$ cat config.mk
export PLATFORM = sky130hd
export DESIGN_NAME = i2c_mst_seq
export DESIGN_NICKNAME = d
export VERILOG_FILES = /design/src/rtl/i2c_seq_pkg.sv /design/src/rtl/i2c_seq_flags.sv /design/src/rtl/i2c_seq_cmd.sv /design/src/rtl/i2c_seq_ctl.sv /design/src/rtl/i2c_mst_seq.sv
export SDC_FILE = /design/constraint.sdc
export NUM_CORES = 1
export LEC_CHECK = 0
export BUFFER_PORTS_ARGS = -buffer_cell sky130_fd_sc_hd__clkbuf_2
export CAP_MARGIN = 25
export CORE_MARGIN = 4
export CORE_UTILIZATION = 25
export DETAILED_ROUTE_END_ITERATION = 10
export SYNTH_ARGS = -nofsm -noshare
export SYNTH_HDL_FRONTEND = slang
export SYNTH_SLANG_ARGS = --single-unit
$ cat constraint.sdc
create_clock -name clk_i -period 5.05 [get_ports clk_i]
set_input_delay 1.01 -clock clk_i [delete_from_list [all_inputs] [get_ports clk_i]]
set_output_delay 1.01 -clock clk_i [all_outputs]
set_load 0.02 [all_outputs]
$ cat src/rtl/i2c_seq_pkg.sv
package i2c_seq_pkg;
  typedef enum logic [2:0] {
    ST_IDLE, ST_SEND, ST_RECV, ST_NACK, ST_STOP_RX, ST_STOP_NK
  } seq_st_e;

  localparam int NFLAG   = 10;
  localparam int F_MODE  = 0;
  localparam int F_XMIT  = 1;
  localparam int F_RDY   = 2;
  localparam int F_BER   = 3;
  localparam int F_NACK  = 4;
  localparam int F_STALL = 5;
  localparam int F_TXE   = 6;
  localparam int F_BUSY  = 7;
  localparam int F_BB    = 8;
  localparam int F_EOB   = 9;
endpackage

$ cat src/rtl/i2c_seq_flags.sv
module i2c_seq_flags #(
  parameter int N = 10
) (
  input  logic         clk_i,
  input  logic         rst_ni,
  input  logic [N-1:0] set_i,
  input  logic [N-1:0] clr_i,
  output logic [N-1:0] q_o
);
  for (genvar i = 0; i < N; i++) begin : g_flag
    logic q;
    // clear wins over set
    always_ff @(posedge clk_i or negedge rst_ni) begin
      if (!rst_ni)       q <= 1'b0;
      else if (clr_i[i]) q <= 1'b0;
      else if (set_i[i]) q <= 1'b1;
    end
    assign q_o[i] = q;
  end
endmodule

$ cat src/rtl/i2c_seq_cmd.sv
module i2c_seq_cmd #(
  parameter int DATA_W = 8
) (
  input  logic              clk_i,
  input  logic              rst_ni,
  input  logic              addr_i,
  input  logic              tx_i,
  input  logic              rx_i,
  input  logic              end_i,
  input  logic [DATA_W-1:0] byte_i,
  output logic              addr_o,
  output logic              tx_o,
  output logic              rx_o,
  output logic              end_o,
  output logic [DATA_W-1:0] byte_o
);
  always_ff @(posedge clk_i or negedge rst_ni) begin
    if (!rst_ni) begin
      addr_o <= 1'b0;
      tx_o   <= 1'b0;
      rx_o   <= 1'b0;
      end_o  <= 1'b0;
      byte_o <= '0;
    end else begin
      addr_o <= addr_i;
      tx_o   <= tx_i;
      rx_o   <= rx_i;
      end_o  <= end_i;
      if (addr_i || tx_i) byte_o <= byte_i;
    end
  end
endmodule

$ cat src/rtl/i2c_seq_ctl.sv
module i2c_seq_ctl
  import i2c_seq_pkg::*;
#(
  parameter int DATA_W = 8,
  parameter int CNT_W  = 5
) (
  input  logic              clk_i,
  input  logic              rst_ni,
  input  logic              en_i,
  input  logic              fifo_en_i,
  input  logic              stall_en_i,
  input  logic              start_i,
  input  logic              stop_i,
  input  logic              wr_i,
  input  logic [DATA_W-1:0] wr_data_i,
  input  logic              rd_i,
  input  logic [CNT_W-1:0]  rx_cnt_i,
  input  logic              ack_i,
  input  logic              bus_busy_i,
  input  logic              ber_clr_i,
  input  logic              nack_clr_i,
  input  logic              stall_clr_i,
  input  logic              eob_clr_i,
  input  logic              mode_i,
  output logic [NFLAG-1:0]  set_o,
  output logic [NFLAG-1:0]  clr_o,
  output logic              c_addr_o,
  output logic              c_tx_o,
  output logic              c_rx_o,
  output logic              c_end_o
);
  localparam logic [NFLAG-1:0] END_CLR = NFLAG'((1 << F_MODE) | (1 << F_XMIT) |
    (1 << F_RDY) | (1 << F_BER) | (1 << F_NACK) | (1 << F_STALL) |
    (1 << F_BUSY) | (1 << F_BB));

  seq_st_e st_q, st_n;
  logic    exec_stop;
  logic    is_read;

  assign is_read = wr_data_i[0];

  always_comb begin
    st_n      = st_q;
    set_o     = '0;
    clr_o     = '0;
    c_addr_o  = 1'b0;
    c_tx_o    = 1'b0;
    c_rx_o    = 1'b0;
    exec_stop = 1'b0;
    if (!en_i) begin
      clr_o = '1;
      st_n  = ST_IDLE;
    end else begin
      if (start_i) begin
        if (!bus_busy_i || st_q != ST_IDLE) begin
          set_o[F_MODE] = 1'b1;
          set_o[F_XMIT] = 1'b1;
          set_o[F_RDY]  = 1'b1;
          set_o[F_BUSY] = 1'b1;
          set_o[F_TXE]  = fifo_en_i;
        end else begin
          clr_o[F_MODE] = 1'b1;
          clr_o[F_BUSY] = 1'b1;
          set_o[F_BER]  = 1'b1;
        end
        set_o[F_BB] = 1'b1;
        st_n        = ST_IDLE;
      end else if (stop_i && mode_i) begin
        unique case (st_q)
          ST_RECV:                st_n = ST_STOP_RX;
          ST_NACK:                st_n = ST_STOP_NK;
          ST_STOP_RX, ST_STOP_NK: st_n = st_q;
          default:                exec_stop = 1'b1;
        endcase
      end else if (wr_i && mode_i && st_q == ST_IDLE) begin
        c_addr_o = 1'b1;
        if (is_read) clr_o[F_XMIT] = 1'b1;
        else         set_o[F_XMIT] = 1'b1;
        if (!ack_i) begin
          clr_o[F_RDY]  = 1'b1;
          set_o[F_NACK] = 1'b1;
          st_n          = ST_NACK;
        end else begin
          clr_o[F_NACK] = 1'b1;
          st_n          = is_read ? ST_RECV : ST_SEND;
          if (stall_en_i) set_o[F_STALL] = 1'b1;
          else            set_o[F_RDY]   = 1'b1;
          set_o[F_TXE] = fifo_en_i && !is_read;
        end
      end else if (wr_i && mode_i && st_q == ST_SEND) begin
        c_tx_o = 1'b1;
        if (!ack_i) begin
          clr_o[F_RDY]  = 1'b1;
          set_o[F_NACK] = 1'b1;
          st_n          = ST_NACK;
        end else begin
          set_o[F_RDY] = 1'b1;
          set_o[F_TXE] = fifo_en_i;
        end
      end else if (rd_i && st_q == ST_RECV) begin
        c_rx_o       = 1'b1;
        set_o[F_RDY] = 1'b1;
      end else if (rd_i && st_q == ST_STOP_RX &&
                   (!fifo_en_i || rx_cnt_i <= CNT_W'(1))) begin
        exec_stop = 1'b1;
      end else if (nack_clr_i && st_q == ST_STOP_NK) begin
        exec_stop = 1'b1;
      end
      if (exec_stop) begin
        clr_o        = clr_o | END_CLR;
        set_o[F_EOB] = 1'b1;
        st_n         = ST_IDLE;
      end
      if (ber_clr_i)   clr_o[F_BER]   = 1'b1;
      if (nack_clr_i)  clr_o[F_NACK]  = 1'b1;
      if (stall_clr_i) clr_o[F_STALL] = 1'b1;
      if (eob_clr_i)   clr_o[F_EOB]   = 1'b1;
    end
  end

  assign c_end_o = exec_stop;

  always_ff @(posedge clk_i or negedge rst_ni) begin
    if (!rst_ni) st_q <= ST_IDLE;
    else         st_q <= st_n;
  end

  // a pending receive stop only exists while still master
  a_r8_pending_rx_master: assert property (@(posedge clk_i) disable iff (!rst_ni)
    st_q == ST_STOP_RX |-> mode_i);
endmodule

$ cat src/rtl/i2c_mst_seq.sv
module i2c_mst_seq
  import i2c_seq_pkg::*;
#(
  parameter int DATA_W = 8,
  parameter int CNT_W  = 5
) (
  input  logic              clk_i,
  input  logic              rst_ni,
  input  logic              en_i,
  input  logic              fifo_en_i,
  input  logic              stall_en_i,
  input  logic              start_i,
  input  logic              stop_i,
  input  logic              wr_i,
  input  logic [DATA_W-1:0] wr_data_i,
  input  logic              rd_i,
  input  logic [CNT_W-1:0]  rx_cnt_i,
  input  logic              ack_i,
  input  logic              bus_busy_i,
  input  logic              ber_clr_i,
  input  logic              nack_clr_i,
  input  logic              stall_clr_i,
  input  logic              eob_clr_i,
  output logic              mode_o,
  output logic              xmit_o,
  output logic              data_rdy_o,
  output logic              ber_o,
  output logic              nack_o,
  output logic              stall_o,
  output logic              txe_o,
  output logic              busy_o,
  output logic              bb_o,
  output logic              eob_o,
  output logic              cmd_addr_o,
  output logic              cmd_tx_o,
  output logic              cmd_rx_o,
  output logic              cmd_end_o,
  output logic [DATA_W-1:0] cmd_byte_o
);
  logic [NFLAG-1:0] flag_set, flag_clr, flag_q;
  logic c_addr, c_tx, c_rx, c_end;

  i2c_seq_ctl #(.DATA_W(DATA_W), .CNT_W(CNT_W)) u_ctl (
    .clk_i, .rst_ni, .en_i, .fifo_en_i, .stall_en_i, .start_i, .stop_i,
    .wr_i, .wr_data_i, .rd_i, .rx_cnt_i, .ack_i, .bus_busy_i,
    .ber_clr_i, .nack_clr_i, .stall_clr_i, .eob_clr_i,
    .mode_i   (flag_q[F_MODE]),
    .set_o    (flag_set),
    .clr_o    (flag_clr),
    .c_addr_o (c_addr),
    .c_tx_o   (c_tx),
    .c_rx_o   (c_rx),
    .c_end_o  (c_end)
  );

  i2c_seq_flags #(.N(NFLAG)) u_flags (
    .clk_i, .rst_ni,
    .set_i (flag_set),
    .clr_i (flag_clr),
    .q_o   (flag_q)
  );

  i2c_seq_cmd #(.DATA_W(DATA_W)) u_cmd (
    .clk_i, .rst_ni,
    .addr_i (c_addr),
    .tx_i   (c_tx),
    .rx_i   (c_rx),
    .end_i  (c_end),
    .byte_i (wr_data_i),
    .addr_o (cmd_addr_o),
    .tx_o   (cmd_tx_o),
    .rx_o   (cmd_rx_o),
    .end_o  (cmd_end_o),
    .byte_o (cmd_byte_o)
  );

  assign mode_o     = flag_q[F_MODE];
  assign xmit_o     = flag_q[F_XMIT];
  assign data_rdy_o = flag_q[F_RDY];
  assign ber_o      = flag_q[F_BER];
  assign nack_o     = flag_q[F_NACK];
  assign stall_o    = flag_q[F_STALL];
  assign txe_o      = flag_q[F_TXE];
  assign busy_o     = flag_q[F_BUSY];
  assign bb_o       = flag_q[F_BB];
  assign eob_o      = flag_q[F_EOB];

  // at most one bus command per cycle
  a_r1_one_cmd: assert property (@(posedge clk_i) disable iff (!rst_ni)
    $onehot0({cmd_addr_o, cmd_tx_o, cmd_rx_o, cmd_end_o}));

  // an end command leaves master state released
  a_r7_end_releases: assert property (@(posedge clk_i) disable iff (!rst_ni)
    cmd_end_o && $past(!eob_clr_i) |-> !mode_o && !busy_o && !bb_o && eob_o);

  // one disabled cycle wipes flags and commands
  a_r11_disable_wipes: assert property (@(posedge clk_i) disable iff (!rst_ni)
    $past(!en_i) |-> !mode_o && !busy_o && !eob_o && !txe_o && !nack_o &&
                     !(cmd_addr_o | cmd_tx_o | cmd_rx_o | cmd_end_o));

  // a fresh NACK never coexists with data ready
  a_r5_nack_drops_rdy: assert property (@(posedge clk_i) disable iff (!rst_ni)
    $rose(nack_o) |-> !data_rdy_o);

  // a fresh bus error comes from a failed start
  a_r3_ber_not_master: assert property (@(posedge clk_i) disable iff (!rst_ni)
    $rose(ber_o) |-> !mode_o && !busy_o && bb_o);
endmodule

---- After elaboration in Yosys (flattened, before gate mapping) ----
Index checks and enable logic that the tools add are counted.
operators by class
  reductions and logical operators ........ 29
  eq/ne operators ......................... 8
  order comparisons ....................... 1
  mux-type cells .......................... 97
operators by type and width
  operator              count
  $mux W1               74
  $mux W3               10
  $mux W10              2
  $reduce_bool A2 Y1    10
  $mux W2               9
  $logic_and A1 B1 Y1   9
  $mux W9               1
  $eq A3 B2 Y1 const B  2
  $eq A3 B3 Y1 const B  2
  $ne A6 B1 Y1 const B  1
  $ne A6 B3 Y1 const B  1
  $ne A6 B6 Y1 const B  1
  $pmux W3 S2           1
  $le A5 B1 Y1 const B  1
  $reduce_or A4 Y1      1
  $eq A3 B1 Y1 const B  1
  $logic_not A1 Y1      3
  $logic_not A3 Y1      1
  $logic_or A1 B1 Y1    3
  $reduce_and A3 Y1     1
  $reduce_bool A3 Y1    1
storage, ports and cells
  bits of input ports ..................... 28
  word-level logic and storage cells ...... 151
  flip-flop bits (word level) ............. 25
  output and inout bits ................... 22

---- Longest topological paths before layout ----
Gate-level depths: netlist of the first run.
  word-level depth ........................ 14
  depth in mapped cells ................... 6
  gate-level depth less buffers ........... 4

---- Cells and area by module ----
A second synthesis of the first run with hierarchy kept.
second synthesis, totals
  cells, all modules ...................... 132
  area, all modules ....................... 1386.3 µm²
by module, submodules not included
  module         area an instance (µm²)  cells each  times used  sequential area each (µm²)
  i2c_seq_ctl    559.3                   81          1           75.1
  i2c_seq_flags  425.4                   30          1           250.2
  i2c_seq_cmd    401.6                   21          1           300.3

---- Least setup slack after synthesis of the first run ----
Ideal clock, no wire load.
  path type ............................... input to register
  start ................................... in rx_cnt_i[1]
  end ..................................... reg u_flags.g_flag[2].q
  arrival ................................. 2131 ps
  buffers on the path ..................... 1
  data required time ...................... 4899 ps
  slack ................................... 2768 ps
  stages on the path ...................... 5
  cells stage by stage .................... or4_1 a311oi_1 a32o_2 buf_6 a2111oi_2
on the way
  word-level cells in the longest chain between the ends .. 13
  elaborated cells between the ends (all ways) .. 14
ends and longest elaborated chain
  what                                                  RTL line             source
  from (decl)                                           i2c_mst_seq.sv:17    input logic [CNT_W-1:0] rx_cnt_i,
  $le A5 B1 Y1 (*)                                      i2c_seq_ctl.sv:104   (!fifo_en_i || rx_cnt_i <= CNT_W'(1))) begin
  $logic_or A1 B1 Y1 (*)                                i2c_seq_ctl.sv:104
  $logic_and A1 B1 Y1 (*)                               i2c_seq_ctl.sv:103   end else if (rd_i && st_q == ST_STOP_RX &&
  $mux W1 (*)                                           i2c_seq_ctl.sv:103
  $mux W1 (*)                                           i2c_seq_ctl.sv:100   end else if (rd_i && st_q == ST_RECV) begin
  $mux W1 (*)                                           i2c_seq_ctl.sv:90    end else if (wr_i && mode_i && st_q == ST_SEND) begin
  $mux W1 (*)                                           i2c_seq_ctl.sv:75    end else if (wr_i && mode_i && st_q == ST_IDLE) begin
  $mux W1 (*)                                           i2c_seq_ctl.sv:68    end else if (stop_i && mode_i) begin
  $mux W1 (*)                                           i2c_seq_ctl.sv:54    if (start_i) begin
  $mux W1 (*)                                           i2c_seq_ctl.sv:50    if (!en_i) begin
  $mux W9 (*)                                           i2c_seq_ctl.sv:109   if (exec_stop) begin
  $mux W10 (*)                                          i2c_seq_ctl.sv:50
  $mux W1 / $reduce_bool A2 Y1 (equally long branches)  --
  to (signal assigned)                                  i2c_seq_flags.sv:14  if (!rst_ni) q <= 1'b0;
  to (signal assigned)                                  i2c_seq_flags.sv:15  else if (clr_i[i]) q <= 1'b0;
  to (signal assigned)                                  i2c_seq_flags.sv:16  else if (set_i[i]) q <= 1'b1;
  to (decl)                                             i2c_seq_flags.sv:11  logic q;
Mark *: on every way between the ends. The rest lies on a longest branch, timed or not. The select of a mux whose other input is x is not followed.
A chain may end at the register's enable or synchronous reset.

---- Worst setup path in the final report of the first run ----
  start ................................... in start_i
  end ..................................... reg u_cmd.byte_o[0]
on the way
  word-level cells in the longest chain between the ends .. 3
  elaborated cells between the ends (all ways) .. 5
ends and longest elaborated chain
  what                    RTL line           source
  from (decl)             i2c_mst_seq.sv:12  input logic start_i,
  $mux W1                 i2c_seq_ctl.sv:54
  $mux W1                 i2c_seq_ctl.sv:50
  $logic_or A1 B1 Y1 (*)  i2c_seq_cmd.sv:29  if (addr_i || tx_i) byte_o <= byte_i;
  to (signal assigned)    i2c_seq_cmd.sv:29
  to (decl)               i2c_seq_cmd.sv:15  output logic [DATA_W-1:0] byte_o
Mark *: on every way between the ends. The rest lies on a longest branch, timed or not.

==> out/metrics.yaml, run 1 <==
synth_xor_area_share_pct: 0
first_iter_violations: 83
antenna_found_initial: 0
power_w: 0.000467
grt.overflow.total: 0
whs_ns: 0.498
pin_count: 50
worstHoldPathCells: 1
min_path_type: "flop to flop"
rows: 25
skew_ns: 0.00953
area_growth_pct: 28.5
cts_tree: "yes"
met1_usage_pct: 14.3
gr-max-usage-layer: "met2"
drt_wl_total_um: 3100
grt_first_pass_wirelength_um: 5250
place_ws_ns: 2.42
vias_per_cell: 4.64
port_buffers: 48
dp_hpwl_um: 2370
ctsHoldBuffers: 0
use_met3_pct: 3.94
core_area_um2: 4720
die_y_um: 77.9
yosysSeqAreaShare_pct: 49.2
nets: 182
rsz0062_at_grt: "false"
clk_pin_slew_ns: 0.08
maxClockFrequency_ghz: 0.432
synthFlopType: "dfrtp_1"
synth_fa_ha_area_share_pct: 0
postRouteAntennaNets: 0
synth_compound_area_share_pct: 15.3
grt_pass1_vias: 1040
slew_headroom_pct: 55.8
clockBufferDepth: 2
grt_max_degree: 25
cp_max_fo: 10
final.setup.tns_ns: 0
vias: 1020
finalSetupViolCount: 0
ys_warn_count: 0
crit_type: "input port to flop"
worst_skew_pair.late_latency_ns: 0.27
routabilityCongestion: 0.809
rr_endpoint: "u_flags.g_flag[4].q"
r2r_cells: 4
peakVddDrop_uv: 86.6
fin_ws_ns: 2.74
yosys.area_share.simple_pct: 20.8
numCtsBuffers: 3
power.density_nw_per_um2: 298
cp.arrival_ns: 2.47
leakagePower_nw: 0.741
avgSynthCellArea_um2: 11.4
firstDrtPassIters: 4
synthCells: 107
yosysUniqueCellTypes: 44
drive_above_1_share_pct: 44.4
finalHoldViolations: 0
tightest_slew_ns: 0.658
use_met2_pct: 16.4
die_w_um: 77.9
holdPathEnd: "u_flags.g_flag[6].q"
cts_setup_buffers: 0
min_from: "u_flags.g_flag[6].q"
start_util_pct: 25.9
syn_area_um2: 1220
synthArstFlopShare_pct: 100
fin_util_pct: 33.2
status: "completed"
drc: 0
period_share_pct: 45.8
wl_per_cell_um: 14.1
synth_top_family_by_area: "simple AND/OR/NAND/NOR gates"
critPathCaptureType: "flop"
root_buffer: "clkbuf_8"
fin_crit_ns: 2.31
r2r_setup_slack_ns: 3.21
cts_sinks: 24
synth_edf_count: 0
cap_violations: 0
synth.area.mux_share_pct: 9.02
fp.dieArea_um2: 6070
htreeDepth: 1
timing.final.max_slew_violations: 0
cts_resized: 0
grt_usage_pct: 10.6
ys_ff_latch: 24
worstPathRequired_ns: 5.20
n_antenna_cell: 0
r2r_start: "u_ctl.st_q[2]"
synth_nets: 135
worstSetupStartpointType: "input port"
[worst max path at each step]
stage | startpoint | endpoint
6_report | start_i | u_cmd.byte_o[0]
3_5_place_dp | start_i | u_cmd.byte_o[4]
2_1_floorplan | rx_cnt_i[1] | u_flags.g_flag[2].q
5_1_grt | start_i | u_cmd.byte_o[0]
4_1_cts | start_i | u_cmd.byte_o[0]
3_3_place_gp | start_i | u_cmd.byte_o[3]
[where the power goes]
group | total, W | switching, W | internal (W)
clock network | 0.000170 | 0.0000637 | 0.000106
registers | 0.000215 | 0.00000898 | 0.000206
logic | 0.0000818 | 0.0000488 | 0.0000330
[sequential cells by signal, summed over array words and instances, names as in the netlist]
signal,cells
u_ctl.st_q,3
u_cmd.tx_o,1
u_cmd.addr_o,1
u_cmd.end_o,1
u_cmd.byte_o,8
u_flags.g_flag.q,9
u_cmd.rx_o,1
[logic make-up after synthesis]
| family | after synthesis |
|---|---|
| simple gates | 39 |
| flops | 24 |
| compound gates | 22 |
| buf+inv | 12 |
| mux | 10 |
[critical path, cell delays in order]
cell and delay, ns:
clkbuf_2 0.16, inv_2 0.15, nand2_2 0.14, nor4_4 0.60, mux2_2 0.41
[synthesized netlist by cell type, types with 2 or more instances]
cell       count  area share (%)
a2111oi_0      3             2.2
a2111oi_2      2             2.5
and2_1         4             2.0
buf_2          2            0.82
buf_4          2             1.2
buf_6          2             1.8
dfrtp_1       24              49
inv_1          5             1.5
mux2_2         8             7.4
mux2i_1        2             1.6
nand2_1        8             2.5
nand2b_1       2             1.0
nand3_1        2            0.82
nand3b_1       2             1.2
nor2_1         4             1.2
nor3_1         4             1.6
o21ai_0        2            0.82
o22ai_1        2             1.0
o32ai_1        2             1.4
[cell usage in the layout (no fill, tap or decap), types with 2 or more instances in the layout]
master	n
nand2b_1	2
a2111oi_0	3
nand2_1	8
o32ai_1	2
a2111oi_2	2
o21ai_0	2
nand3_1	2
dfrtp_1	24
inv_1	5
nor2_1	4
nand3b_1	2
clkbuf_8	3
nor3_1	4
and2_1	4
mux2i_1	2
mux2_2	8
o22ai_1	2
clkbuf_2	48
[per-stage QoR]
stage,cell area (um^2),instances
floorplan,1220,107
CTS,1570,220
detailed placement,1500,216
global placement,1500,216
global route,1570,220
finish,1570,220
[cell type report]
cell class                      count  area (um^2)
Inverter                            6         22.5
Clock inverter                      1         30.0
Timing Repair Buffer               48          240
Multi-Input combinational cell     71          551
Tap cell                           67         83.8
Sequential cell                    24          601
Clock buffer                        3         41.3
Fill cell                         501         3150
[routing by layer]
layer	wire length, um	part of all wire (%)	vias up
met4	0	0	0
met3	278	9.0	0
met1	1430	46	494
li1	-	-	492
met5	0	0	-
met2	1390	45	34
Note: power is estimated with default switching activity, not from simulation.
==> run 2, diff against run 1 <==
--- a/config.mk
+++ b/config.mk
@@ -5,6 +5,7 @@
 export SDC_FILE = /design/constraint.sdc
 export NUM_CORES = 1
 export LEC_CHECK = 0
+export ABC_AREA = 1
 export BUFFER_PORTS_ARGS = -buffer_cell sky130_fd_sc_hd__clkbuf_2
 export CAP_MARGIN = 25
 export CORE_MARGIN = 4
==> constraint.sdc (replaced) <==
create_clock -name clk_i -period 2.41 [get_ports clk_i]
set_input_delay 0.482 -clock clk_i [delete_from_list [all_inputs] [get_ports clk_i]]
set_output_delay 0.482 -clock clk_i [all_outputs]
set_load 0.02 [all_outputs]
==> run 2 against run 1 <==
Effect of this change:
- first-iteration DRC count shrank 3.6%
- cell count rose by 30%
- flip-flop and latch count unchanged
- non-clock buffer count did not move
- utilization up 0.64 points
- die area rose by 1.7%
- worst hold slack lost 0.28 ns
- power increased by 120%
- clock power is 110% higher
- clock-buffer cell count stayed put
- critical endpoint is now u_cmd.byte_o[7]
==> out/metrics.yaml, run 2 <==
status: "completed"
rows: 25
maxClockFrequency_ghz: 0.640
cap_violations: 0
htreeDepth: 1
clockBufferDepth: 2
min_path_type: "input port to async pin"
grt_first_pass_wirelength_um: 5460
antenna_found_initial: 0
fin_cells: 286
port_buffers: 48
dp_hpwl_um: 2570
first_iter_violations: 80
synth_most_common_cell: "nand2_1"
finalHoldViolations: 0
wl_per_cell_um: 11.4
ys_ff_latch: 24
seqCellArea_um2: 601
multi_input_area_um2: 546
critPathLaunch: "u_ctl.st_q[1]"
critPathCapture: "u_cmd.byte_o[7]"
final.setup.tns_ns: 0
cpPeakStageDelay_ns: 0.43
synthFlopType: "dfrtp_1"
yosys.area.top_type_share_pct: 48.3
fp.dieArea_um2: 6170
timing.final.max_slew_violations: 0
start_util_pct: 26.0
largest_reg_flops: 9
period_share_pct: 64.8
synth.area.top_cells: "dfrtp_1 (48%), nand2_1 (16%), nand3_1 (9.3%)"
largestRegisters: "u_flags.g_flag.q x9, u_cmd.byte_o x8, u_ctl.st_q x3"
synthArstFlopShare_pct: 100
drive_above_1_share_pct: 29.7
r2r_start: "u_ctl.st_q[1]"
drt_wl_total_um: 3260
synth_xor_area_share_pct: 0
synth_edf_count: 0
firstDrtPassIters: 4
grt_usage_pct: 11.1
path_delay_family: "simple AND/OR/NAND/NOR gates"
synthCells: 169
crit_type: "flop to flop"
drc: 0
grt_pass1_vias: 1197
numCtsBuffers: 3
die_w_um: 78.5
postRouteAntennaNets: 0
path_depth: 7
slew_headroom_pct: 58.0
routabilityCongestion: 0.790
peakVddDrop_uv: 314
worstPathRequired_ns: 2.62
rsz0062_at_grt: "false"
ys_warn_count: 0
cts_resized: 0
cts_setup_buffers: 0
ctsHoldBuffers: 0
dp.cells: 282
synth_compound_area_share_pct: 5.94
critPathCaptureType: "flop"
wl_met1_um: 1470
met3WireLength_um: 191
n_antenna_cell: 0
synth_nets: 197
cp_slowest_cell: "dfrtp_1"
yosysUniqueCellTypes: 16
grt.overflow.total: 0
syn_area_um2: 1240
power.density_nw_per_um2: 645
r2r_cells: 7
final_cell_mix: "nand2_1 (53), clkbuf_2 (48), dfrtp_1 (24)"
cts_sinks: 24
core_area_um2: 4790
vias: 1220
cp_max_fo: 11
power_w: 0.00105
cts_tree: "yes"
pin_count: 50
synth.area.mux_share_pct: 0
path_common_cell: "nand2_1"
fillCellCount: 527
yosysSeqAreaShare_pct: 48.3
cp.arrival_ns: 1.77
rr_endpoint: "u_cmd.byte_o[7]"
area_growth_pct: 30.3
fin_crit_ns: 1.56
final_common_cell: "nand2_1"
finalSetupViolCount: 0
skew_ns: 0.00478
cp_num_buf_inv: 1
path_cells: "nor2_2 > inv_1 > nor2_2 > nand2_2 > nand2_1 > nand2_1 > nand2_1"
clk_pin_slew_ns: 0.09
met2_length_um: 1590
nets: 248
r2r_setup_slack_ns: 0.85
avgSynthCellArea_um2: 7.36
worstSetupStartpointType: "flop"
die_y_um: 78.5
yosys.area_share.simple_pct: 37.9
synth_top_family_by_area: "simple AND/OR/NAND/NOR gates"
root_buffer: "clkbuf_8"
grt_max_degree: 25
synth_fa_ha_area_share_pct: 0
netlist_top_cells_count: "nand2_1 (53), dfrtp_1 (24), nand3_1 (23)"
worst_skew_pair.late_latency_ns: 0.27
vias_per_cell: 4.27
leakagePower_nw: 0.964
tightest_slew_ns: 0.630
highest_layer: "met4"
yosysTopAreaCell: "dfrtp_1"
regMostFlops: "u_flags.g_flag.q"
==> run 2: final cells by class <==
type | count | area share [%]
inverters | 21 | 4.86
clock buffers | 3 | 2.55
flip-flops and latches | 24 | 37.1
well taps | 67 | 5.17
repair buffers | 48 | 14.8
clock inverters | 1 | 1.85
multi-input cells | 122 | 33.7
==> run 2: how the worst min path moves through the flow <==
| stage | start | endpoint | slack (ns) | depth (start not counted) |
|---|---|---|---|---|
| after global routing | rst_ni | u_cmd.byte_o[0] | 0.26 | 1 |
| after detailed placement | u_flags.g_flag[6].q | u_flags.g_flag[6].q | 0.48 | 2 |
| after CTS | rst_ni | u_cmd.byte_o[0] | 0.23 | 1 |
| final | rst_ni | u_flags.g_flag[3].q | 0.22 | 1 |
| after floorplan | rst_ni | u_cmd.addr_o | 0.19 | 0 |
| after global placement | u_flags.g_flag[6].q | u_flags.g_flag[6].q | 0.46 | 2 |
==> run 2: worst register-to-register path, cell delays in order (launching register included) <==
cell,delay (ns)
dfrtp_1,0.43
nor2_2,0.18
inv_1,0.07
nor2_2,0.21
nand2_2,0.20
nand2_1,0.26
nand2_1,0.09
nand2_1,0.07
==> run 2: routing by layer <==
layer / up-vias / global-route usage, %
met5: - / 0
met4: 0 / 2.62
met3: 2 / 3.56
met2: 39 / 18.3
met1: 556 / 14.1
li1: 623 / -
==> run 2: cells by family (layout without fill, tap and decap cells) <==
logic type / count (synthesis) / after routing
AO/OA/AOI/OAI: 12 / 12
buffers and inverters: 23 / 73
flip-flops: 24 / 24
AND/OR/NAND/NOR: 110 / 110
==> run 2: through the flow <==
step	instance area (um^2)	setup WS (ns)	hold slack (ns)	utilization [%]
after detailed placement	1550	0.750	0.479	32.4
after global placement	1550	0.758	0.459	32.4
final	1620	0.848	0.218	33.9
after global routing	1620	0.691	0.260	33.9
after floorplan	1240	1.06	0.186	-
after CTS	1620	0.823	0.231	33.9
==> run 2: where the power goes <==
part / switching, W / leakage [nW] / internal (W)
clock network: 0.000132 / 0.0357 / 0.000222
registers: 0.0000239 / 0.321 / 0.000445
logic: 0.000141 / 0.607 / 0.0000812
total: 0.000297 / 0.964 / 0.000748
==> run 3, diff against run 2 <==
==> constraint.sdc (replaced) <==
create_clock -name clk_i -period 1.4 [get_ports clk_i]
set_input_delay 0.28 -clock clk_i [delete_from_list [all_inputs] [get_ports clk_i]]
set_output_delay 0.28 -clock clk_i [all_outputs]
set_load 0.02 [all_outputs]
==> run 3 against run 2 <==
Effect of this change:
- sequential power increased by 72%
- sequential share of layout area decreased by 4.8 points
- critical path depth increased by 1
- cell count increased by 5.2%
- flip-flop and latch count unchanged
- largest power group unchanged
- highest routed layer unchanged
==> out/metrics.yaml, run 3 (same netlist as run 2, synthesis figures left out) <==
power_w: 0.00185
vias_per_cell: 4.25
fin_cells: 301
largestRegisters: "u_flags.g_flag.q x9, u_cmd.byte_o x8, u_ctl.st_q x3"
power.share.sequential_pct: 43.7
tightest_slew_ns: 0.403
p_sw_share_pct: 29.1
peakVddDrop_uv: 369
leakagePower_nw: 1.07
rr_endpoint: "u_flags.g_flag[2].q"
worstPathRequired_ns: 1.57
clk_pin_slew_ns: 0.09
root_buffer: "clkbuf_8"
rsz0062_at_grt: "true"
finalSetupViolCount: 0
core_area_um2: 4790
critPathCaptureType: "flop"
min_path_type: "input port to flop"
cp.arrival_ns: 1.55
min_from: "wr_data_i[4]"
crit_type: "flop to flop"
dp_hpwl_um: 2630
skew_ns: 0.00388
pin_count: 50
numCtsBuffers: 3
die_w_um: 78.5
r2r_setup_slack_ns: 0.02
cap_violations: 0
final_cell_mix: "clkbuf_2 (48), nand2_1 (43), dfrtp_1 (22)"
timing.final.max_slew_violations: 0
vias: 1278
fin_util_pct: 39.1
cp_slowest_cell: "dfrtp_1"
fin_crit_ns: 1.38
status: "completed"
seqCellArea_um2: 603
wl_per_cell_um: 11.7
fillCellCount: 518
worstSetupStartpointType: "flop"
antenna_found_initial: 0
port_buffers: 48
die_y_um: 78.5
r2r_cells: 8
cts_sinks: 24
grt.overflow.total: 0
dp.cells: 291
slew_headroom_pct: 73.1
drc: 0
p_switching_w: 0.000538
p_comb_share_pct: 23.0
n_antenna_cell: 0
firstDrtPassIters: 3
grt_pass1_vias: 1238
finalHoldViolations: 0
path_cells: "inv_2 > buf_12 > nand3_2 > nand2_2 > inv_1 > or2_4 > a21oi_2 > nor2_1"
drt_wl_total_um: 3530
power.density_nw_per_um2: 990
drive_above_1_share_pct: 44.9
grt_usage_pct: 11.7
p_clk_share_pct: 33.3
start_util_pct: 26.0
nets: 263
multi_input_area_um2: 661
final_common_cell: "clkbuf_2"
p_int_w: 0.00131
holdPathEnd: "u_cmd.byte_o[4]"
period_share_pct: 98.3
routabilityCongestion: 0.826
place_ws_ns: -0.0181
first_iter_violations: 71
worst_skew_pair.late_latency_ns: 0.27
htreeDepth: 1
maxClockFrequency_ghz: 0.726
largest_reg_flops: 9
fp.dieArea_um2: 6170
rows: 25
worstHoldPathCells: 3
postRouteAntennaNets: 0
cp_max_fo: 3
r2r_start: "u_ctl.st_q[2]"
regMostFlops: "u_flags.g_flag.q"
grt_max_degree: 25
clockBufferDepth: 2
grt_first_pass_wirelength_um: 5710
cts_tree: "yes"
area_growth_pct: 50.3
cpPeakStageDelay_ns: 0.42
fin_ws_ns: 0.0235
## run 3: cell count changes in the layout (fill, tap and decap cells not counted), sizes merged
cell | previous run | this run
dlygate4sd3 | 0 | 1
buf | 0 | 14
## run 3: how the worst max path moves through the flow
stage                               end           startpoint  slack (ns)  depth (start not counted)
finish              u_flags.g_flag[2].q        u_ctl.st_q[2]        0.02                          8
global route        u_flags.g_flag[6].q        u_ctl.st_q[1]       -0.08                         10
CTS                 u_flags.g_flag[2].q        u_ctl.st_q[0]       -0.02                          7
detailed placement  u_flags.g_flag[2].q        u_ctl.st_q[1]       -0.02                          7
global placement    u_flags.g_flag[2].q        u_ctl.st_q[1]       0.002                          7
floorplan           u_flags.g_flag[1].q  u_flags.g_flag[7].q        0.05                          8
## run 3: power by group through the flow
stage / combinational, W / clock (W) / sequential [W]
global placement: 0.000400 / 0 / 0.000821
CTS: 0.000408 / 0.000639 / 0.000808
floorplan: 0.000138 / 0 / 0.000910
detailed placement: 0.000404 / 0 / 0.000822
finish: 0.000426 / 0.000617 / 0.000809
global route: 0.000474 / 0.000664 / 0.000820
## run 3: worst max-delay path: cells and delay by family, from the launching register on
kind / cells / cell delay [ns]
AO/OA/AOI/OAI: 1 / 0.10
buffers and inverters: 3 / 0.29
flip-flops: 1 / 0.42
AND/OR/NAND/NOR: 4 / 0.47
## run 3: what timing repair did
action                                  CTS  global route
hold endpoints to repair                 24             0
setup buffers                             1             4
gates cloned                              0             0
gates resized for setup                   2            33
endpoints found under the setup margin   12            20
hold buffers                              1             0
pin swaps                                 2            11
## run 3: area by class of cell
cell class / instances / area share, %
clock buffers: 3 / 2.21
clock inverters: 1 / 1.61
inverters: 21 / 4.22
multi-input cells: 122 / 35.3
flip-flops and latches: 24 / 32.3
well taps: 67 / 4.48
repair buffers: 63 / 19.9
## run 3: metrics by stage
step / hold slack [ns] / TNS, ns / cell area [um^2]
3_3_place_gp: 0.286 / 0 / 1620
6_report: 0.199 / 0 / 1870
2_1_floorplan: -0.0156 / 0 / 1240
3_5_place_dp: 0.289 / -0.0332 / 1620
4_1_cts: 0.197 / -0.0226 / 1710
5_1_grt: 0.200 / -0.772 / 1870
## run 3: metal layers
layer	wire length (um)	track usage [%]
met3	177	3.33
met4	48	3.85
met1	1540	15.0
met2	1770	18.8
met5	0	0
